==> src/rtl/ddr3_pwrup_pkg.sv <==
package ddr3_pwrup_pkg;

  typedef enum logic [3:0] {
    ST_IDLE,
    ST_EN_SET,
    ST_W_RST,
    ST_W_CKE,
    ST_W_MRS,
    ST_CH_NEXT,
    ST_CS_NEXT,
    ST_MRS_REQ,
    ST_W_DLL,
    ST_ZQ_EVEN,
    ST_ZQ_ODD,
    ST_EN_CLR,
    ST_FIN
  } seq_state_e;

  // command kinds carried on cmd_op_o
  localparam logic OP_MRSET = 1'b0;
  localparam logic OP_ZQCL  = 1'b1;

  function automatic int unsigned idx_w(int unsigned n);
    return (n > 1) ? $clog2(n) : 1;
  endfunction

endpackage

==> src/rtl/pwrup_rst_sync.sv <==
module pwrup_rst_sync (
  input  logic clk,
  input  logic rst_n,
  output logic rst_n_sync_o
);
  logic [1:0] sync_q;

  always_ff @(posedge clk or negedge rst_n) begin
    if (!rst_n) sync_q <= 2'b00;
    else        sync_q <= {sync_q[0], 1'b1};
  end

  assign rst_n_sync_o = sync_q[1];
endmodule

==> src/rtl/pwrup_wait_timer.sv <==
module pwrup_wait_timer #(
  parameter int W = 8
) (
  input  logic         clk,
  input  logic         rst_n,
  input  logic         load_i,
  input  logic [W-1:0] load_val_i,
  output logic         expired_o
);
  logic [W-1:0] cnt_q, cnt_d;
  logic         cnt_en;

  always_comb begin
    cnt_en = load_i || (cnt_q != '0);
    cnt_d  = load_i ? load_val_i : cnt_q - W'(1);
  end

  always_ff @(posedge clk or negedge rst_n) begin
    if (!rst_n)      cnt_q <= '0;
    else if (cnt_en) cnt_q <= cnt_d;
  end

  assign expired_o = (cnt_q == '0);
endmodule

==> src/rtl/first_set_from.sv <==
module first_set_from #(
  parameter int N  = 8,
  parameter int IW = $clog2(N + 1)
) (
  input  logic [N-1:0]  mask_i,
  input  logic [IW-1:0] from_i,
  output logic          found_o,
  output logic [IW-1:0] idx_o
);
  logic [N-1:0] qual;

  for (genvar g = 0; g < N; g++) begin : g_qual
    assign qual[g] = mask_i[g] && (from_i <= IW'(g));
  end

  always_comb begin
    found_o = 1'b0;
    idx_o   = '0;
    for (int i = N - 1; i >= 0; i--) begin
      if (qual[i]) begin
        found_o = 1'b1;
        idx_o   = IW'(i);
      end
    end
  end
endmodule

==> src/rtl/ddr3_pwrup_seq.sv <==
module ddr3_pwrup_seq
  import ddr3_pwrup_pkg::*;
#(
  parameter int NUM_CH       = 2,
  parameter int NUM_CS       = 8,
  parameter int CLK_PER_10NS = 4,
  parameter int T_RST_10NS   = 20000,
  parameter int T_CKE_10NS   = 50000,
  parameter int T_MRS_10NS   = 36,
  parameter int T_DLL_10NS   = 50000,
  localparam int CHW = idx_w(NUM_CH),
  localparam int CSW = idx_w(NUM_CS)
) (
  input  logic                     clk,
  input  logic                     rst_n,
  input  logic                     start_i,
  input  logic [NUM_CH-1:0]        ch_populated_i,
  input  logic [NUM_CH*NUM_CS-1:0] cs_present_i,
  input  logic                     registered_i,
  input  logic                     init_ack_i,
  input  logic                     cmd_done_i,
  output logic                     busy_o,
  output logic                     done_o,
  output logic                     dram_rst_n_o,
  output logic                     cke_o,
  output logic                     init_en_o,
  output logic                     cmd_req_o,
  output logic                     cmd_op_o,
  output logic [CHW-1:0]           cmd_ch_o,
  output logic [CSW-1:0]           cmd_cs_o
);
  localparam int CHP     = $clog2(NUM_CH + 1);
  localparam int CSP     = $clog2(NUM_CS + 1);
  localparam int CYC_RST = T_RST_10NS * CLK_PER_10NS;
  localparam int CYC_CKE = T_CKE_10NS * CLK_PER_10NS;
  localparam int CYC_MRS = T_MRS_10NS * CLK_PER_10NS;
  localparam int CYC_DLL = T_DLL_10NS * CLK_PER_10NS;
  localparam int MAX_A   = (CYC_RST > CYC_CKE) ? CYC_RST : CYC_CKE;
  localparam int MAX_B   = (CYC_MRS > CYC_DLL) ? CYC_MRS : CYC_DLL;
  localparam int MAXC    = (MAX_A > MAX_B) ? MAX_A : MAX_B;
  localparam int TW      = $clog2(MAXC + 1);

  logic rst_n_s;

  pwrup_rst_sync u_rst_sync (
    .clk          (clk),
    .rst_n        (rst_n),
    .rst_n_sync_o (rst_n_s)
  );

  seq_state_e      state_q, state_d;
  logic [CHW-1:0]  ch_cur_q, ch_cur_d;
  logic [CHP-1:0]  ch_ptr_q, ch_ptr_d;
  logic [CSW-1:0]  cs_cur_q, cs_cur_d;
  logic [CSP-1:0]  cs_ptr_q, cs_ptr_d;
  logic            pin_rstn_q, pin_rstn_d;
  logic            pin_cke_q, pin_cke_d;
  logic            en_q, en_d;

  logic            tmr_load;
  logic [TW-1:0]   tmr_val;
  logic            tmr_expired;

  pwrup_wait_timer #(.W(TW)) u_timer (
    .clk        (clk),
    .rst_n      (rst_n_s),
    .load_i     (tmr_load),
    .load_val_i (tmr_val),
    .expired_o  (tmr_expired)
  );

  // per-channel view of the chip-select masks
  logic [NUM_CS-1:0] cs_by_ch [NUM_CH];
  for (genvar c = 0; c < NUM_CH; c++) begin : g_chmask
    assign cs_by_ch[c] = cs_present_i[c*NUM_CS +: NUM_CS];
  end

  logic [NUM_CS-1:0] cur_cs_mask;
  assign cur_cs_mask = cs_by_ch[ch_cur_q];

  logic           ch_found;
  logic [CHP-1:0] ch_idx;
  logic           cs_found;
  logic [CSP-1:0] cs_idx;

  first_set_from #(.N(NUM_CH), .IW(CHP)) u_ch_scan (
    .mask_i  (ch_populated_i),
    .from_i  (ch_ptr_q),
    .found_o (ch_found),
    .idx_o   (ch_idx)
  );

  first_set_from #(.N(NUM_CS), .IW(CSP)) u_cs_scan (
    .mask_i  (cur_cs_mask),
    .from_i  (cs_ptr_q),
    .found_o (cs_found),
    .idx_o   (cs_idx)
  );

  // next-state logic
  always_comb begin
    state_d    = state_q;
    ch_cur_d   = ch_cur_q;
    ch_ptr_d   = ch_ptr_q;
    cs_cur_d   = cs_cur_q;
    cs_ptr_d   = cs_ptr_q;
    pin_rstn_d = pin_rstn_q;
    pin_cke_d  = pin_cke_q;
    en_d       = en_q;
    tmr_load   = 1'b0;
    tmr_val    = '0;
    unique case (state_q)
      ST_IDLE: begin
        if (start_i) begin
          state_d    = ST_EN_SET;
          en_d       = 1'b1;
          pin_rstn_d = 1'b0;
          pin_cke_d  = 1'b0;
        end
      end
      ST_EN_SET: begin
        if (init_ack_i) begin
          state_d  = ST_W_RST;
          tmr_load = 1'b1;
          tmr_val  = TW'(CYC_RST - 1);
        end
      end
      ST_W_RST: begin
        if (tmr_expired) begin
          state_d    = ST_W_CKE;
          pin_rstn_d = 1'b1;
          tmr_load   = 1'b1;
          tmr_val    = TW'(CYC_CKE - 1);
        end
      end
      ST_W_CKE: begin
        if (tmr_expired) begin
          state_d   = ST_W_MRS;
          pin_cke_d = 1'b1;
          tmr_load  = 1'b1;
          tmr_val   = TW'(CYC_MRS - 1);
        end
      end
      ST_W_MRS: begin
        if (tmr_expired) begin
          state_d  = ST_CH_NEXT;
          ch_ptr_d = '0;
        end
      end
      ST_CH_NEXT: begin
        if (ch_found) begin
          state_d  = ST_CS_NEXT;
          ch_cur_d = CHW'(ch_idx);
          cs_ptr_d = '0;
        end else begin
          state_d = ST_EN_CLR;
          en_d    = 1'b0;
        end
      end
      ST_CS_NEXT: begin
        if (cs_found) begin
          state_d  = ST_MRS_REQ;
          cs_cur_d = CSW'(cs_idx);
        end else begin
          state_d = ST_ZQ_EVEN;
        end
      end
      ST_MRS_REQ: begin
        if (cmd_done_i) begin
          state_d  = ST_W_DLL;
          tmr_load = 1'b1;
          tmr_val  = TW'(CYC_DLL - 1);
        end
      end
      ST_W_DLL: begin
        if (tmr_expired) begin
          if (registered_i) begin
            state_d  = ST_CS_NEXT;
            cs_ptr_d = CSP'(cs_cur_q) + CSP'(1);
          end else begin
            state_d = ST_ZQ_EVEN;
          end
        end
      end
      ST_ZQ_EVEN: begin
        if (cmd_done_i) state_d = ST_ZQ_ODD;
      end
      ST_ZQ_ODD: begin
        if (cmd_done_i) begin
          state_d  = ST_CH_NEXT;
          ch_ptr_d = CHP'(ch_cur_q) + CHP'(1);
        end
      end
      ST_EN_CLR: begin
        if (init_ack_i) state_d = ST_FIN;
      end
      ST_FIN:  state_d = ST_IDLE;
      default: state_d = ST_IDLE;
    endcase
  end

  // state registers
  always_ff @(posedge clk or negedge rst_n_s) begin
    if (!rst_n_s) begin
      state_q    <= ST_IDLE;
      ch_cur_q   <= '0;
      ch_ptr_q   <= '0;
      cs_cur_q   <= '0;
      cs_ptr_q   <= '0;
      pin_rstn_q <= 1'b0;
      pin_cke_q  <= 1'b0;
      en_q       <= 1'b0;
    end else begin
      state_q    <= state_d;
      ch_cur_q   <= ch_cur_d;
      ch_ptr_q   <= ch_ptr_d;
      cs_cur_q   <= cs_cur_d;
      cs_ptr_q   <= cs_ptr_d;
      pin_rstn_q <= pin_rstn_d;
      pin_cke_q  <= pin_cke_d;
      en_q       <= en_d;
    end
  end

  // outputs
  always_comb begin
    busy_o       = (state_q != ST_IDLE);
    done_o       = (state_q == ST_FIN);
    dram_rst_n_o = pin_rstn_q;
    cke_o        = pin_cke_q;
    init_en_o    = en_q;
    cmd_req_o    = (state_q == ST_MRS_REQ) || (state_q == ST_ZQ_EVEN) ||
                   (state_q == ST_ZQ_ODD);
    cmd_op_o     = (state_q == ST_MRS_REQ) ? OP_MRSET : OP_ZQCL;
    cmd_ch_o     = ch_cur_q;
    unique case (state_q)
      ST_ZQ_EVEN: cmd_cs_o = CSW'(0);
      ST_ZQ_ODD:  cmd_cs_o = CSW'(1);
      default:    cmd_cs_o = cs_cur_q;
    endcase
  end
endmodule

==> config.mk <==
export PLATFORM = sky130hd
export DESIGN_NAME = ddr3_pwrup_seq
export DESIGN_NICKNAME = d
export VERILOG_FILES = /design/src/rtl/ddr3_pwrup_pkg.sv /design/src/rtl/pwrup_rst_sync.sv /design/src/rtl/pwrup_wait_timer.sv /design/src/rtl/first_set_from.sv /design/src/rtl/ddr3_pwrup_seq.sv
export SDC_FILE = /design/constraint.sdc
export NUM_CORES = 1
export LEC_CHECK = 0
export BUFFER_PORTS_ARGS = -buffer_cell sky130_fd_sc_hd__buf_2
export CORE_UTILIZATION = 30
export CTS_CLUSTER_DIAMETER = 30
export CTS_CLUSTER_SIZE = 30
export DETAILED_ROUTE_END_ITERATION = 12
export GPL_TIMING_DRIVEN = 1
export PLACE_DENSITY = 0.52
export SETUP_SLACK_MARGIN = 0.02
export SKIP_CTS_REPAIR_TIMING = 1
export SYNTH_ARGS = -nofsm -noshare
export SYNTH_HDL_FRONTEND = slang
export SYNTH_HIERARCHICAL = 1
export SYNTH_SLANG_ARGS = --single-unit
==> constraint.sdc <==
create_clock -name clk -period 2.1 [get_ports clk]
set_input_delay 0.105 -clock clk [delete_from_list [all_inputs] [get_ports clk]]
set_output_delay 0.105 -clock clk [all_outputs]
set_load 0.1 [all_outputs]
==> results by group <==
Run status
  – Status: complete, but fails checks
  – Failing checks: setup timing

Yosys
  – Mapped cell area: 2710 um^2
  – Ys Warns: 6
  – Post-Syn Area per Cell: 9.03 um^2
  – Cells after synthesis: 300

Global route
  – First-pass GRT wire length: 12.4 mm
  – Initial antenna violation count: 0
  – Global Route met3 Usage: 1.95%
  – Layer with the highest usage: met2
  – GRT Total Usage: approximately 16%
  – GRT overflow: 0
  – Vias in the first global route: between 2,000 and 3,000
  – Met1 Usage GRT: 22.8%
  – Largest net degree at the start of global routing: 29
  – Met2 usage: 25.8%

Power
  – Pleak: 1.76 nW
  – IR drop worst, VDD: between 0.7 and 0.8 mV
  – Power Density: 1480 nW/um^2

Layout
  – Area of the multi-input gates: approximately 1800 um^2
  – Layout cells sized above 1: 44.5%
  – Antenna cells: 0
  – FF/Latch Area: 930 um^2
  – Area Growth Syn to Fin: 47.7%
  – Final net count: about 430
  – Filler instances: 837
  – Final Util: roughly 46%

STA
  – Tcrit/Tclk final: 104%
  – # setup viols final: 17
  – WHS: 0.127 ns
  – Max Fclk: between 400 and 500 MHz
  – Max-Slew Margin vs Limit: 66.3%
  – Slew at the pin closest to its max-slew limit: 0.504 ns
  – Post-route minimum period: roughly 2.2 ns
  – Slew Limit Fails: 0
  – Unrepaired setup endpoints after global routing: yes
  – Clock Skew: 0.00555 ns
  – PnR worst setup slack: -0.0885 ns
  – Final hold vios: 0

Routing
  – Final WL: 8.07 mm
  – Vias per inst: 5.30
  – Drt first pass iters: 5
  – Vias: ~2,700
  – WL/cell: 15.8 um
  – Antenna-violating nets left: 0
  – First DRT Iteration DRCs: between 100 and 150
  – Drt drc: 0

Clock network
  – CTS H-tree lvls: 2
  – Clock Latency Late Sink: 0.29 ns
  – Clk sink count: 37
  – Max Buffers Root-to-Sink: 2
  – Clock root cell: clkbuf_8
  – Cts bufs inserted: 5
  – CTS tree: done
  – Clk pin slew, worst setup/hold paths: around 0.070 ns

Run
  – Total of max-cap violations: 0

Critical path
  – CP Max Fanout: 5
  – Crit path DAT: 2.38 ns
  – Slowest cell on the critical path: dfrtp_1
  – CP Data Required Time: about 2.3 ns
  – Critical Path Sink Type: flop
  – Crit Path Category: flop to flop
  – CP startpoint kind: flop
  – CP peak stage delay: 0.41 ns
  – CP Cell Sequence: nor4_4 -> nand4_1 -> nor2_4 -> nor2b_4 -> o21ai_2 -> a21oi_2 -> buf_4 -> buf_8 -> buf_6 -> o31ai_1 -> nor3b_1

Floorplanning
  – Die ar.: about 9400 um^2
  – Core area: 8720 um^2
  – I/O pin total: 35
  – Core Rows: 34
  – Initial Utilization: 31.1%
  – Die Height: 97.0 um
  – Die Wd: 97.0 um

Placed design
  – Post-DP HPWL: 5.64 mm
  – Dpl ws: -0.115 ns
  – GPL Wtd Cong: 0.905
  – Port Buf Inserts: 34

Worst hold path
  – Hold Path Class: input port to async pin
metrics by stage:
stage	cell area, um^2	power (mW)	setup TNS (ns)	cells
detailed placement	3540	4.77	-0.777	488
CTS	3660	5.45	-1.09	496
floorplan	2860	3.68	-7.33	302
finish	4000	5.92	-1.05	510
global route	4000	6.27	-3.28	510
global placement	3540	4.75	-0.463	488
power by group:
group / total (mW) / internal [mW] / switching (mW)
Sequential: 1.32 / 0.989 / 0.330
Combinational: 3.95 / 1.87 / 2.09
Clock: 0.650 / 0.388 / 0.262
worst max-delay path, delay by kind of cell (launching register included):
family                 cells  cell delay (ns)
buffers and inverters      3             0.36
AO/OA/AOI/OAI              3             0.29
AND/OR/NAND/NOR            5             1.04
flip-flops                 1             0.41
cell usage in the layout (no fill, tap or decap), types with 4 or more instances in the layout:
master,count
nor2b_1,5
a21oi_1,17
buf_4,62
nand3_1,10
nand4_1,4
dfrtp_1,36
conb_1,4
mux2_2,5
buf_2,29
a31oi_1,4
xnor2_1,4
mux2_4,9
buf_6,6
inv_1,16
mux2i_1,8
o21ai_0,4
nand2_1,15
o31ai_2,5
o31ai_1,7
nor3_1,7
buf_12,6
nor2_1,15
and3_1,5
clkbuf_8,6
a21oi_2,5
xor2_1,6
registers in the layout, indices dropped and copies added (netlist names):
register           count
cs_ptr_q               4
u_timer/cnt_q         18
dram_rst_n_o           1
cmd_ch_o               1
u_rst_sync/sync_q      2
init_en_o              1
cs_cur_q               3
ch_ptr_q               2
state_q                4
cke_o                  1
final timing paths:
path | endpoint | slack, ns | cells past startpoint | startpoint
max | u_timer/cnt_q[13] | -0.09 | 11 | u_timer/cnt_q[15]
min | u_rst_sync/sync_q[1] | 0.13 | 2 | rst_n
max reg2reg | u_timer/cnt_q[13] | -0.09 | 11 | u_timer/cnt_q[15]
min reg2reg | dram_rst_n_o | 0.17 | 0 | u_rst_sync/sync_q[1]
max in group asynchronous | cmd_ch_o | 1.42 | 1 | u_rst_sync/sync_q[1]
min in group clk | init_en_o | 0.15 | 3 | start_i
routing by layer:
metal | part of all wire (%) | up-vias
met2 | 49 | 49
met1 | 47 | 1345
li1 | - | 1303
met4 | 0.90 | 0
met3 | 3.0 | 5
met5 | 0 | -
layout make-up:
| type | count | share of cell area, % |
|---|---|---|
| clock buffers | 7 | 2.16 |
| clock inverters | 1 | 0.751 |
| inverters | 20 | 2.06 |
| multi-input cells | 228 | 46.2 |
| flip-flops and latches | 37 | 23.2 |
| well taps | 108 | 3.38 |
| repair buffers | 109 | 22.2 |
(Power assumes the default switching activity.)
